$ cat src/rtl/bcrun_seq.sv
module bcrun_seq #(
  parameter int PTR_W      = 16,
  parameter int CLK_PER_US = 10
) (
  input  logic             clk,
  input  logic             rst_n,
  input  logic             ctl_wr,
  input  logic [3:0]       ctl_wdata,
  input  logic             cfg_wr,
  input  logic [1:0]       cfg_resp,
  input  logic [PTR_W-1:0] list_base,
  input  logic [PTR_W-1:0] async_base,
  input  logic             msg_done,
  input  logic             msg_err,
  input  logic             ret_async,
  input  logic             flag_wr,
  input  logic             flag_in,
  input  logic             loop_fail,
  input  logic             bus_sel,
  input  logic             tmr_go,
  input  logic             resp_seen,
  output logic [PTR_W-1:0] list_ptr,
  output logic [7:0]       status,
  output logic             no_resp
);
  localparam int PW = (CLK_PER_US > 1) ? $clog2(CLK_PER_US) : 1;
  localparam logic [PW-1:0] PRE_LAST = PW'(CLK_PER_US - 1);

  logic active, in_async, async_pend, stop_pend, idle_entry;
  logic flag_q, frame_ok, loop_bad;
  logic [PTR_W-1:0] save_ptr;
  logic [1:0] resp_sel;
  logic running;
  logic [PW-1:0] pre;
  logic [4:0] us_cnt;
  logic [4:0] limit;

  wire start_w = ctl_wr & ctl_wdata[0];
  wire stop_w  = ctl_wr & ctl_wdata[1];
  wire abort_w = ctl_wr & ctl_wdata[2];
  wire async_w = ctl_wr & ctl_wdata[3];
  wire start_ok = start_w & ~abort_w & ~active & ~async_pend & ~in_async;
  wire ret_ok = ret_async & in_async & ~abort_w;

  assign status = {2'b00, loop_bad, frame_ok, flag_q, async_pend | in_async, bus_sel, active};
  assign limit  = 5'd12 + {1'b0, resp_sel, 2'b00};

  always_ff @(posedge clk or negedge rst_n) begin
    if (!rst_n) begin
      active     <= 1'b0;
      in_async   <= 1'b0;
      async_pend <= 1'b0;
      stop_pend  <= 1'b0;
      idle_entry <= 1'b0;
      list_ptr   <= '0;
      save_ptr   <= '0;
    end else if (abort_w) begin
      active     <= 1'b0;
      in_async   <= 1'b0;
      async_pend <= 1'b0;
      stop_pend  <= 1'b0;
      idle_entry <= 1'b0;
    end else if (ret_ok) begin
      list_ptr   <= save_ptr;
      in_async   <= 1'b0;
      active     <= active & ~idle_entry;
      stop_pend  <= stop_pend & ~idle_entry;
      idle_entry <= 1'b0;
    end else if (!active) begin
      if (async_pend && !in_async) begin
        save_ptr   <= list_ptr;
        list_ptr   <= async_base;
        in_async   <= 1'b1;
        async_pend <= 1'b0;
        active     <= 1'b1;
        idle_entry <= 1'b1;
      end else if (start_ok) begin
        active   <= 1'b1;
        list_ptr <= list_base;
      end
      if (async_w && !in_async && !async_pend) async_pend <= 1'b1;
    end else begin
      if (stop_w) stop_pend <= 1'b1;
      if (async_w && !in_async && !async_pend) async_pend <= 1'b1;
      if (msg_done) begin
        list_ptr <= list_ptr + 1'b1;
        if (stop_pend) begin
          active    <= 1'b0;
          stop_pend <= 1'b0;
        end else if (async_pend && !in_async) begin
          save_ptr   <= list_ptr + 1'b1;
          list_ptr   <= async_base;
          in_async   <= 1'b1;
          async_pend <= 1'b0;
          idle_entry <= 1'b0;
        end
      end
    end
  end

  always_ff @(posedge clk or negedge rst_n) begin
    if (!rst_n) begin
      flag_q   <= 1'b0;
      frame_ok <= 1'b0;
      loop_bad <= 1'b0;
      resp_sel <= 2'b01;
    end else begin
      if (flag_wr) flag_q <= flag_in;
      if (cfg_wr) resp_sel <= cfg_resp;
      if (start_ok) begin
        frame_ok <= 1'b1;
        loop_bad <= 1'b0;
      end else begin
        if (active && msg_done && msg_err) frame_ok <= 1'b0;
        if (loop_fail) loop_bad <= 1'b1;
      end
    end
  end

  always_ff @(posedge clk or negedge rst_n) begin
    if (!rst_n) begin
      running <= 1'b0;
      pre     <= '0;
      us_cnt  <= '0;
      no_resp <= 1'b0;
    end else begin
      no_resp <= 1'b0;
      if (tmr_go) begin
        running <= 1'b1;
        pre     <= '0;
        us_cnt  <= '0;
      end else if (resp_seen || abort_w) begin
        running <= 1'b0;
      end else if (running) begin
        if (pre == PRE_LAST) begin
          pre <= '0;
          if (us_cnt == limit - 5'd1) begin
            no_resp <= 1'b1;
            running <= 1'b0;
          end else begin
            us_cnt <= us_cnt + 5'd1;
          end
        end else begin
          pre <= pre + 1'b1;
        end
      end
    end
  end

  AST_ABORT_IDLE: assert property (@(posedge clk) disable iff (!rst_n)
    abort_w |=> (!status[0] && !status[2]));
  AST_RUN_HOLDS: assert property (@(posedge clk) disable iff (!rst_n)
    (status[0] && !msg_done && !ret_async && !abort_w) |=> status[0]);
  AST_START_TAKEN: assert property (@(posedge clk) disable iff (!rst_n)
    (start_w && !abort_w && !status[0] && !status[2]) |=> (status[0] && list_ptr == $past(list_base)));
  AST_BRANCH_BASE: assert property (@(posedge clk) disable iff (!rst_n)
    (status[0] && msg_done && async_pend && !in_async && !stop_pend && !abort_w && !ret_async)
      |=> (list_ptr == $past(async_base) && status[2]));
  AST_RET_CLEARS: assert property (@(posedge clk) disable iff (!rst_n)
    ret_ok |=> !status[2]);
  AST_PULSE_ONE: assert property (@(posedge clk) disable iff (!rst_n)
    no_resp |=> !no_resp);
  AST_REPLY_CANCELS: assert property (@(posedge clk) disable iff (!rst_n)
    (resp_seen && !tmr_go) |=> !no_resp);
endmodule

$ cat config.mk
export PLATFORM = sky130hd
export DESIGN_NAME = bcrun_seq
export DESIGN_NICKNAME = d
export VERILOG_FILES = /design/src/rtl/bcrun_seq.sv
export SDC_FILE = /design/constraint.sdc
export NUM_CORES = 1
export LEC_CHECK = 0
export ABC_AREA = 1
export ABC_CLOCK_PERIOD_IN_PS = 2000
export BUFFER_PORTS_ARGS = -buffer_cell sky130_fd_sc_hd__buf_2
export CORE_AREA = 5 5 87 89
export CTS_CLUSTER_SIZE = 20
export DETAILED_ROUTE_END_ITERATION = 8
export DIE_AREA = 0 0 92 94
export HOLD_SLACK_MARGIN = 0.15
export PLACE_DENSITY = 0.79
export SKIP_CTS_REPAIR_TIMING = 1
export SYNTH_ARGS = -nofsm -noshare
export SYNTH_HDL_FRONTEND = slang
export SYNTH_SLANG_ARGS = --single-unit
$ cat constraint.sdc
create_clock -name clk -period 2 [get_ports clk]
set_clock_uncertainty 0.1 [all_clocks]
set_input_delay 0.2 -clock clk [delete_from_list [all_inputs] [get_ports clk]]
set_output_delay 0.2 -clock clk [all_outputs]
set_load 0.005 [all_outputs]
# ---- Word level (Yosys, flattened, before mapping)
# Index checks and enable logic that the tools add are counted.
dict set report op_classes {
  mux 69
  n_addsub 5
  n_reduce_logical 26
  eq_ne 10
  n_bitwise 19
}
# operator count
set op_table {}
lappend op_table {{16-bit two-way mux} 12}
lappend op_table {{1-bit two-way mux} 48}
lappend op_table {{5-bit two-way mux} 5}
lappend op_table {{16-bit by 1-bit adder with 16-bit output, second input constant} 1}
lappend op_table {{4-bit two-way mux} 4}
lappend op_table {{4-bit nonzero test} 4}
lappend op_table {{1-bit AND} 12}
lappend op_table {{2-bit nonzero test} 6}
lappend op_table {{2-bit != test, second input constant} 5}
lappend op_table {{4-bit by 2-bit != test with 1-bit output, second input constant} 2}
lappend op_table {{4-bit AND reduction} 2}
lappend op_table {{1-bit NOT} 6}
lappend op_table {{2-bit AND reduction} 3}
lappend op_table {{6-bit AND reduction} 1}
lappend op_table {{4-bit by 4-bit adder with 5-bit output, first input constant} 1}
lappend op_table {{5-bit by 1-bit adder with 5-bit output, second input constant} 1}
lappend op_table {{5-bit equality test} 1}
lappend op_table {{1-bit logical AND} 5}
lappend op_table {{5-bit by 1-bit subtractor with 5-bit output, second input constant} 1}
lappend op_table {{4-bit by 1-bit adder with 4-bit output, second input constant} 1}
lappend op_table {{4-bit equality test, second input constant} 1}
lappend op_table {{3-bit by 2-bit != test with 1-bit output, second input constant} 1}
lappend op_table {{3-bit AND reduction} 1}
lappend op_table {{3-bit nonzero test} 1}
lappend op_table {{other kinds (3)} 4}
dict set report totals {
  output_inout_bits 25
  in_bits 51
  reg_bits 53
  wordCells 144
}

# ---- Longest topological paths before layout
dict set report logic_depth {
  word_depth 11
  mapped_depth 11
  mapped_depth_nobuf 11
}

# ---- Least setup slack after synthesis
# No wires, ideal clock.
dict set report synth_path {
  path_kind {register to register}
  from {register list_ptr[0]}
  to {register save_ptr[10]}
  required_ps 1777
  path_buffers 0
  setup_slack_ps 455
  period_less_slack_ps 1545
  path_stages_with_launch 9
  setup_time_ps 123
  arrival_time_ps 1322
  cell_sequence {dfrtp_1 -> ha_1 -> nand2_1 -> nor2_1 -> nand2_1 -> o21ai_0 -> nand2_1 -> o21ai_0 -> nand2_1}
}
dict set report synth_between {
  elab_chain_cells 5
}
# item line
set synth_lines {}
lappend synth_lines {{start: declaration} 22} ;# output logic [PTR_W-1:0] list_ptr,
lappend synth_lines {{start signal: assignment} 64} ;# list_ptr <= save_ptr;
lappend synth_lines {{start signal: assignment} 72} ;# list_ptr <= async_base;
lappend synth_lines {{start signal: assignment} 79} ;# list_ptr <= list_base;
lappend synth_lines {{16-bit by 1-bit adder with 16-bit output} 91} ;# save_ptr <= list_ptr + 1'b1;
lappend synth_lines {{16-bit two-way mux} 90} ;# end else if (async_pend && !in_async) begin
lappend synth_lines {{16-bit two-way mux} 87} ;# if (stop_pend) begin
lappend synth_lines {{16-bit two-way mux} 85} ;# if (msg_done) begin
lappend synth_lines {{16-bit two-way mux} 69} ;# end else if (!active) begin
lappend synth_lines {{end signal: assignment} 71} ;# save_ptr <= list_ptr;
lappend synth_lines {{end signal: assignment} 91}
lappend synth_lines {{end: declaration} 31} ;# logic [PTR_W-1:0] save_ptr;
# Every way passes these cells. The select of a mux whose other input is x is not followed.
# A chain may end at the register's enable or synchronous reset.

==> metrics.yaml <==
status: "finished clean"
fillers: 642
synth.lib_cells_used.distinct: 38
clock_tree.root_cell: "clkbuf_8"
peakVddDrop_v: 0.0006989
setup_tns_ps: 0
placement_rows: 30
final_hold_viol_count: 0
cellLeakagePower_nw: 2.127
total_cts_buffers: 5
area_delta_synth_final_pct: 16.61
cp_data_required_time_ps: 2110
gpl.final_weighted_congestion: 0.8945
yosys_warnings: 0
yosys_most_used_dff: "dfrtp_1"
grt_first_pass_wirelength_mm: 16.24
mappedNetlistArea_sq_mm: 0.003570
cts_buffer_depth: 2
worst_hold_path_type: "input pin to flop"
die_area_sq_mm: 0.008648
via_count: 3771
achievable_frequency_ghz: 0.5214
timing.reg2reg.setup_slack_ps: 150
crit_path_start_kind: "input pin"
grt_max_degree: 38
via_cell_ratio: 5.578
worstReg2RegEnd: "list_ptr[10]"
crit_fanout: 1
power.net_switching_mw: 2.766
pwr_density_cell_mw_per_mm2: 1352
antenna_found_initial: 0
synth-seq-area-share_pct: 37.19
route.detailed.wl_per_inst_um: 14.45
cts_sinks: 53
core-area_sq_mm: 0.006681
worstHoldStart: "async_base[15]"
switching_share_of_power_pct: 49.14
synthTopCellsByArea: "dfrtp_1, nand2_1, a21oi_1, nand3_1, nor2_1"
preCtsSetupSlack_ps: 175.2
detailedPlacementHpwl_mm: 7.014
post_route_cells_drive_above_1_share_pct: 19.46
routed_wirelength_mm: 9.765
worst_ep_arrival_time_ps: 2030
number_of_flops_mapped_to_enable_cells_by_yosys: 0
fin_crit_sh_pct: 95.90
share_comb_of_total_power_pct: 54.0
synth.largest_area_cell: "dfrtp_1"
dieHeight_um: 94
postSynthRegisterBits: 53
grt_pass1_vias: 3548
async_reset_ff_share_pct: 100.0
whs_path_depth: 5
h-tree-depth: 2
antenna_violating_nets_post_route: 0
layout_common_cells: "nand2_1, buf_2, dfrtp_1"
worst-setup-path-type: "input pin to flop"
detail_route.iter0.violations: 266
port_buf_inserts: 71
final_nets: 650
worst_setup_slack_after_layout_ps: 81.95
finalSetupViolCount: 0
max_cap_viol_count: 0
floorplan.initialDensity_pct: 53.43
clkLatencyLatePin_ps: 320
global_route.usage.total_pct: 22.91
die-width_um: 92
ports: 76
power.share.sequential_pct: 34.4
grt_setup_unrepaired: "no"
internal_power_mw: 2.863
grt-ovfl-total: 0
layout_commonest_cell: "nand2_1"
antenna_cells_inserted: 0
period_needed_ps: 1918
synth.avg_cell_area_sq_um: 6.838
drt_pre_antenna_iters: 5
timing.hold.worst_endpoint: "list_ptr[15]"
r2r_start: "active"
r2r_cells: 7
setup.worst_path.end_class: "flop"
clock_transition_at_path_regs_ps: 110
timing_max_transition_violations_final: 0
drcViolationCount: 0
pwr-share-clk_pct: 11.6
clock_tree_from_tritoncts: "done"
syn_inst: 522
synth.top_cell.area_share_pct: 36.45
[cell type report]
type | count | area, sq um | share of cell area [%]
tap | 80 | 100.1 | 2.405
inverter | 51 | 191.4 | 4.599
multi-input combinational | 390 | 1877 | 45.09
clock buffer | 5 | 68.82 | 1.653
sequential | 53 | 1329 | 31.92
timing repair buffer | 94 | 570.5 | 13.71
clock inverter | 3 | 26.28 | 0.6312
[state kept, by name (all words and copies together) (netlist names)]
name,cells
flag_q,1
loop_bad,1
stop_pend,1
in_async,1
frame_ok,1
no_resp,1
list_ptr,16
idle_entry,1
active,1
pre,4
resp_sel,2
us_cnt,5
save_ptr,16
running,1
async_pend,1
[worst max-delay path by stage]
stage / startpoint / end / slack, ps / depth (start not counted)
finish: cfg_resp[1] / resp_sel[1] / 80 / 6
global route: list_ptr[0] / list_ptr[10] / 20 / 10
CTS: list_ptr[0] / list_ptr[10] / 160 / 10
detailed placement: list_ptr[0] / list_ptr[10] / 180 / 10
global placement: list_ptr[0] / save_ptr[10] / 200 / 8
floorplan: list_ptr[0] / save_ptr[10] / 460 / 8
[through the flow]
step	instance area [sq um]	instances	util, %	power, mW	hold slack, ps
detailed placement	3946	656	59.06	4.930	83.14
CTS	4041	664	60.49	5.593	-271.5
floorplan	3573	523	-	4.118	-195.6
global route	4163	676	62.30	6.158	156.2
global placement	3946	656	59.06	4.819	74.50
finish	4163	676	62.30	5.629	132.2
[cell usage after synthesis (all sizes together), types with 3 or more instances]
cell and number:
clkinv 5, inv 46, clkbuf 8, a21oi 43, xor2 8, nand2 167, o211ai 3, dfrtp 52
buf 21, nor3 3, nand4 4, nand3 44, a31oi 13, o21ai 37, ha 4, xnor2 3
nor2 50
[kinds of logic (layout without fill, tap and decap cells)]
group,after synthesis,count (layout),synth area share (%)
muxes,2,2,0.6309
adders and majority gates,4,4,1.402
DFF,53,53,37.19
other,1,2,0.1051
and+or+nand+nor,271,271,32.21
buffers and inverters,80,153,10.34
AOI/OAI and AO/OA,100,100,15.42
xor gates and xnor gates,11,11,2.699
[power by group through the flow]
stage | Sequential, mW | Combinational (mW) | Clock (mW)
floorplan | 1.82 | 2.30 | 0
global placement | 1.92 | 2.90 | 0
global route | 1.99 | 3.45 | 0.720
CTS | 1.92 | 3.01 | 0.670
detailed placement | 1.94 | 2.99 | 0
finish | 1.93 | 3.04 | 0.655
[critical path, stage by stage]
cell,delay (ps)
dlygate4sd3_1,530
buf_2,120
nand2_1,40
dlygate4sd3_1,530
o21ai_0,60
dlygate4sd3_1,550
[metal layers]
| layer | global-route usage (%) | part of all wire, % | vias up |
|---|---|---|---|
| met3 | 3.285 | 7.6 | 17 |
| met4 | 6.188 | 1.7 | 0 |
| met5 | 0 | 0 | - |
| met2 | 39.60 | 49 | 151 |
| li1 | - | - | 1826 |
| met1 | 30.08 | 41 | 1777 |
(Power assumes the default switching activity.)
